===== config.mk =====
export PLATFORM = sky130hd
export DESIGN_NAME = tone_discriminator
export DESIGN_NICKNAME = d
export VERILOG_FILES = /design/src/rtl/tone_pkg.sv /design/src/rtl/tone_sync.sv /design/src/rtl/tone_pulse_meter.sv /design/src/rtl/tone_band_decider.sv /design/src/rtl/tone_discriminator.sv
export SDC_FILE = /design/constraint.sdc
export NUM_CORES = 1
export LEC_CHECK = 0
export ABC_AREA = 1
export CAP_MARGIN = 30
export CORE_MARGIN = 5
export CORE_UTILIZATION = 60
export DETAILED_ROUTE_END_ITERATION = 16
export DONT_BUFFER_PORTS = 1
export PLACE_DENSITY = 0.76
export SYNTH_ARGS = -nofsm -noshare
export SYNTH_HDL_FRONTEND = slang
export SYNTH_SLANG_ARGS = --single-unit

===== constraint.sdc =====
create_clock -name clk -period 2.8 [get_ports clk]
set_input_delay 0.7 -clock clk [delete_from_list [all_inputs] [get_ports clk]]
set_output_delay 0.7 -clock clk [all_outputs]
set_load 0.01 [all_outputs]

===== src/rtl/tone_pkg.sv =====
package tone_pkg;

  typedef enum logic [1:0] {
    WIDTH_SHORT = 2'd0,
    WIDTH_GUARD = 2'd1,
    WIDTH_LONG  = 2'd2
  } width_class_e;

  // Sort a measured pulse width against the two band limits.
  function automatic width_class_e sort_width(input int w, input int short_max,
                                              input int long_min);
    if (w <= short_max)     return WIDTH_SHORT;
    else if (w >= long_min) return WIDTH_LONG;
    else                    return WIDTH_GUARD;
  endfunction

endpackage


===== src/rtl/tone_sync.sv =====
module tone_sync (
  input  logic clk,
  input  logic rst_n,
  input  logic async_in,
  output logic stage1,
  output logic stage2
);
  always_ff @(posedge clk) begin
    if (!rst_n) begin
      stage1 <= 1'b0;
      stage2 <= 1'b0;
    end else begin
      stage1 <= async_in;
      stage2 <= stage1;
    end
  end
endmodule


===== src/rtl/tone_pulse_meter.sv =====
module tone_pulse_meter #(
  parameter int CNT_W = 18
) (
  input  logic             clk,
  input  logic             rst_n,
  input  logic             lvl_new,   // first synchronizer stage
  input  logic             lvl_cur,   // second synchronizer stage
  output logic             fall_stb,  // last high cycle of a pulse
  output logic [CNT_W-1:0] width      // width including this cycle
);
  localparam logic [CNT_W-1:0] CNT_MAX = {CNT_W{1'b1}};

  logic [CNT_W-1:0] run_cnt;

  assign fall_stb = lvl_cur & ~lvl_new;
  assign width    = (run_cnt == CNT_MAX) ? CNT_MAX : run_cnt + 1'b1;

  always_ff @(posedge clk) begin
    if (!rst_n)                  run_cnt <= '0;
    else if (!lvl_cur || fall_stb) run_cnt <= '0;
    else                         run_cnt <= width;
  end
endmodule


===== src/rtl/tone_band_decider.sv =====
module tone_band_decider
  import tone_pkg::*;
#(
  parameter int CNT_W     = 18,
  parameter int SHORT_MAX = 27778,
  parameter int MID_CNT   = 46296,
  parameter int LONG_MIN  = 78125
) (
  input  logic             clk,
  input  logic             rst_n,
  input  logic             fall_stb,
  input  logic [CNT_W-1:0] width,
  output logic             band_low,
  output logic             band_valid
);
  width_class_e cls;
  logic         next_low;

  always_comb begin
    cls = sort_width(int'(width), SHORT_MAX, LONG_MIN);
    unique case (cls)
      WIDTH_SHORT: next_low = 1'b0;
      WIDTH_LONG:  next_low = 1'b1;
      default:     next_low = band_valid ? band_low : (int'(width) > MID_CNT);
    endcase
  end

  always_ff @(posedge clk) begin
    if (!rst_n) begin
      band_low   <= 1'b0;
      band_valid <= 1'b0;
    end else if (fall_stb) begin
      band_low   <= next_low;
      band_valid <= 1'b1;
    end
  end
endmodule


===== src/rtl/tone_discriminator.sv =====
module tone_discriminator #(
  parameter int CNT_W     = 18,
  parameter int SHORT_MAX = 27778,
  parameter int MID_CNT   = 46296,
  parameter int LONG_MIN  = 78125
) (
  input  logic clk,
  input  logic rst_n,
  input  logic tone_in,
  output logic band_low,
  output logic band_valid
);
  logic             sync_a;
  logic             sync_b;
  logic             fall_stb;
  logic [CNT_W-1:0] width;

  tone_sync u_sync (
    .clk(clk), .rst_n(rst_n), .async_in(tone_in),
    .stage1(sync_a), .stage2(sync_b)
  );

  tone_pulse_meter #(.CNT_W(CNT_W)) u_meter (
    .clk(clk), .rst_n(rst_n), .lvl_new(sync_a), .lvl_cur(sync_b),
    .fall_stb(fall_stb), .width(width)
  );

  tone_band_decider #(
    .CNT_W(CNT_W), .SHORT_MAX(SHORT_MAX), .MID_CNT(MID_CNT), .LONG_MIN(LONG_MIN)
  ) u_decide (
    .clk(clk), .rst_n(rst_n), .fall_stb(fall_stb), .width(width),
    .band_low(band_low), .band_valid(band_valid)
  );
endmodule


==> results_dict.tcl <==
set metrics [dict create \
    row_count 19 \
    synthAdderAreaFrac_pct 0.755 \
    worst_hold_path_type "flip-flop to flip-flop" \
    worstPathArrival_ns 2.57 \
    cts-root-buf "clkbuf_4" \
    cts-buffers-inserted 3 \
    cts_tree "yes" \
    finalSetupViolCount 0 \
    finalNetCount 282 \
    synth_top_area_share_pct 26.6 \
    clk_latency_ns 0.30 \
    die_w_um 62.5 \
    grt_pass1_vias 1383 \
    grt_use_total_pct 18.9 \
    syn_avg_cell_area_um2 6.00 \
    reg2reg_depth 14 \
    fmax_ghz 0.422 \
    min_period_over_period_pct 84.5 \
    vias 1599 \
    synthTopCellsByArea "dfxtp_1, nand2_1, inv_1" \
    critPathBufInv 2 \
    synth_top_family_by_area "simple AND/OR/NAND/NOR gates" \
    hpwl_um 2920 \
    period_needed_ns 2.37 \
    cts.path.max_buffers 2 \
    synthCells 276 \
    ys.flop_type "dfxtp_1" \
    crit_chain "ha_1 -> nand2_2 -> nor2_4 -> nand2_4 -> inv_4 -> nand3_4 -> nand3_1 -> inv_1 -> nor3_1 -> nand2_1 -> nand3_2 -> nand3_2 -> a21oi_1 -> nor2_1" \
    use_met3_pct 1.80 \
    syn-num-nets 280 \
    max_slew.worst_pin.slew_ns 0.454 \
    r2r_start "u_meter.run_cnt[0]$_SDFF_PP0_" \
    hp-start "u_sync.stage1$_SDFF_PN0_" \
    yosysWarningCount 0 \
    synth_compound_area_share_pct 6.34 \
    grt-busiest-layer "met2" \
    synth.distinct_cells 25 \
    fin_area_um2 1690 \
    holdPathEnd "u_sync.stage2$_SDFF_PN0_" \
    grt_util_met1_pct 27.3 \
    clk_pin_slew_ns 0.12 \
    cts_max_level 1 \
    yosysTopAreaCell "dfxtp_1" \
    ys_seq_elements 22 \
    path_class "flip-flop to flip-flop" \
    ctsHoldBuffers 0 \
    grt_pass1_wl_um 6140 \
    status "finished, final reports clean" \
    use_met2_pct 29.9 \
    yosys-top-cells-count "nand2_1, inv_1, nor2_1" \
    core_area_um2 2710 \
    die_h_um 62.5 \
    drt-total-wl_um 3570 \
    whs_ns 0.475 \
    vias_per_cell 5.21 \
    finalClockSkew_ns 0.00450 \
    design.die.area_um2 3910 \
    start_util_pct 61.1 \
    max_stage_delay_ns 0.41 \
    io-pin-count 5 \
    whs_path_depth 2 \
    synthMuxAreaShare_pct 0 \
    slew_headroom_pct 69.7 \
    worstSetupEndpointType "flip-flop" \
    yosysMostFrequentCell "nand2_1" \
    postCtsSetupBuffers 0 \
    port_buffers 0 \
    rsz0062_at_grt "no" \
    yosysSeqAreaShare_pct 26.6 \
    detail_route.wl_per_cell_um 11.6 \
    area_growth_pct 2.11 \
    num_antenna_cells 0 \
    required_ns 3.00 \
    rr_endpoint "u_decide.band_low$_SDFFE_PN0P_" \
    async_reset_ff_share_pct 0 \
    synthXorXnorAreaFrac_pct 0 \
    rrSetupSlack_ns 0.43 \
    synth-edff-count 0 \
    worst-path-stages 14 \
    globalplace.congestion 0.967 \
    peakVddDrop_v 0.000326 \
    drcViolationCount 0 \
    hold_viol 0 \
    grt_max_degree 21 \
    p_total_uw 465 \
    cap_violations 0 \
    drive_gt1_share_pct 10.5 \
    netlist_area_um2 1660 \
    drt_iter0_drc 110 \
    power.density_nw_per_um2 275 \
    synth-simple-area-share_pct 53.7 \
    setup_tns_ns 0 \
    dr.pass1.iters 4 \
    slew_viol_final 0 \
    place_area_um2 1670 \
    start_kind "flip-flop" \
    final.setup.worst_slack_ns 0.433 \
    p_leak_nw 0.763 \
    ant_nets 0 \
    gr-total-overflow 0 \
    path_common_cell "nand3_2" \
    cp-startpoint "u_meter.run_cnt[0]$_SDFF_PP0_" \
    antenna_found_initial 0 \
    clock_sinks 22 \
    post-place-ws_ns 0.441 \
    ctsResizeCount 0 \
    slowest_stage "dfxtp_1" \
    critPathTopFamily "simple AND/OR/NAND/NOR gates" \
    path_max_fanout 20 \
]
## through the flow
step                      instances  util, %
after floorplan                 276        -
after global placement          304     61.6
after detailed placement        304     61.6
after CTS                       307     62.4
after global routing            307     62.4
final                           307     62.4
## where the power goes
part,switching [mW],total [mW],internal (mW)
sequential,0.00233,0.318,0.316
clock,0.0906,0.141,0.0501
combinational,0.00398,0.00657,0.00259
total,0.0969,0.465,0.368
## worst max path at each step
| stage | to |
|---|---|
| 2_1_floorplan | u_decide.band_low$_SDFFE_PN0P_ |
| 6_report | u_decide.band_low$_SDFFE_PN0P_ |
| 3_5_place_dp | u_decide.band_low$_SDFFE_PN0P_ |
| 5_1_grt | u_decide.band_low$_SDFFE_PN0P_ |
| 3_3_place_gp | u_decide.band_low$_SDFFE_PN0P_ |
| 4_1_cts | u_decide.band_low$_SDFFE_PN0P_ |
## cell usage in the layout (no fill, tap or decap), types with 5 or more instances in the layout
master / instances
nand3_2: 8
a21oi_1: 12
nand2_1: 76
nand3_1: 18
nand2_2: 7
dfxtp_1: 22
nor3_1: 5
inv_1: 47
nor2_1: 45
nand4_1: 8
## layout make-up
| class | instances | area, um2 |
|---|---|---|
| clock buffers | 3 | 22.5 |
| fillers | 284 | 1020 |
| inverters | 48 | 183 |
| multi-input cells | 203 | 1010 |
| flip-flops and latches | 22 | 440 |
| well taps | 31 | 38.8 |
## flip-flops by register name, summed over array words and instances, names as in the netlist
signal and flops:
u_sync.stage1 1, u_decide.band_valid 1, u_meter.run_cnt 18, u_sync.stage2 1
u_decide.band_low 1
## metal layers
layer / share of wire, % / routed length, um / up-vias
li1: - / - / 863
met1: 50 / 1790 / 703
met2: 46 / 1620 / 31
met3: 3.8 / 134 / 2
met4: 0.53 / 19 / 0
met5: 0 / 0 / -
## worst min-delay path, delay by kind of cell, from the launching register on
kind | cells | cell delay (ns)
flops | 1 | 0.33
buf+inv | 1 | 0.04
simple gates | 1 | 0.07
## logic make-up after synthesis
group,Yosys count
compound gates,20
fa+ha+maj,1
buf+inv,51
flops,22
simple gates,182
Power figures use the tool's default switching activity.
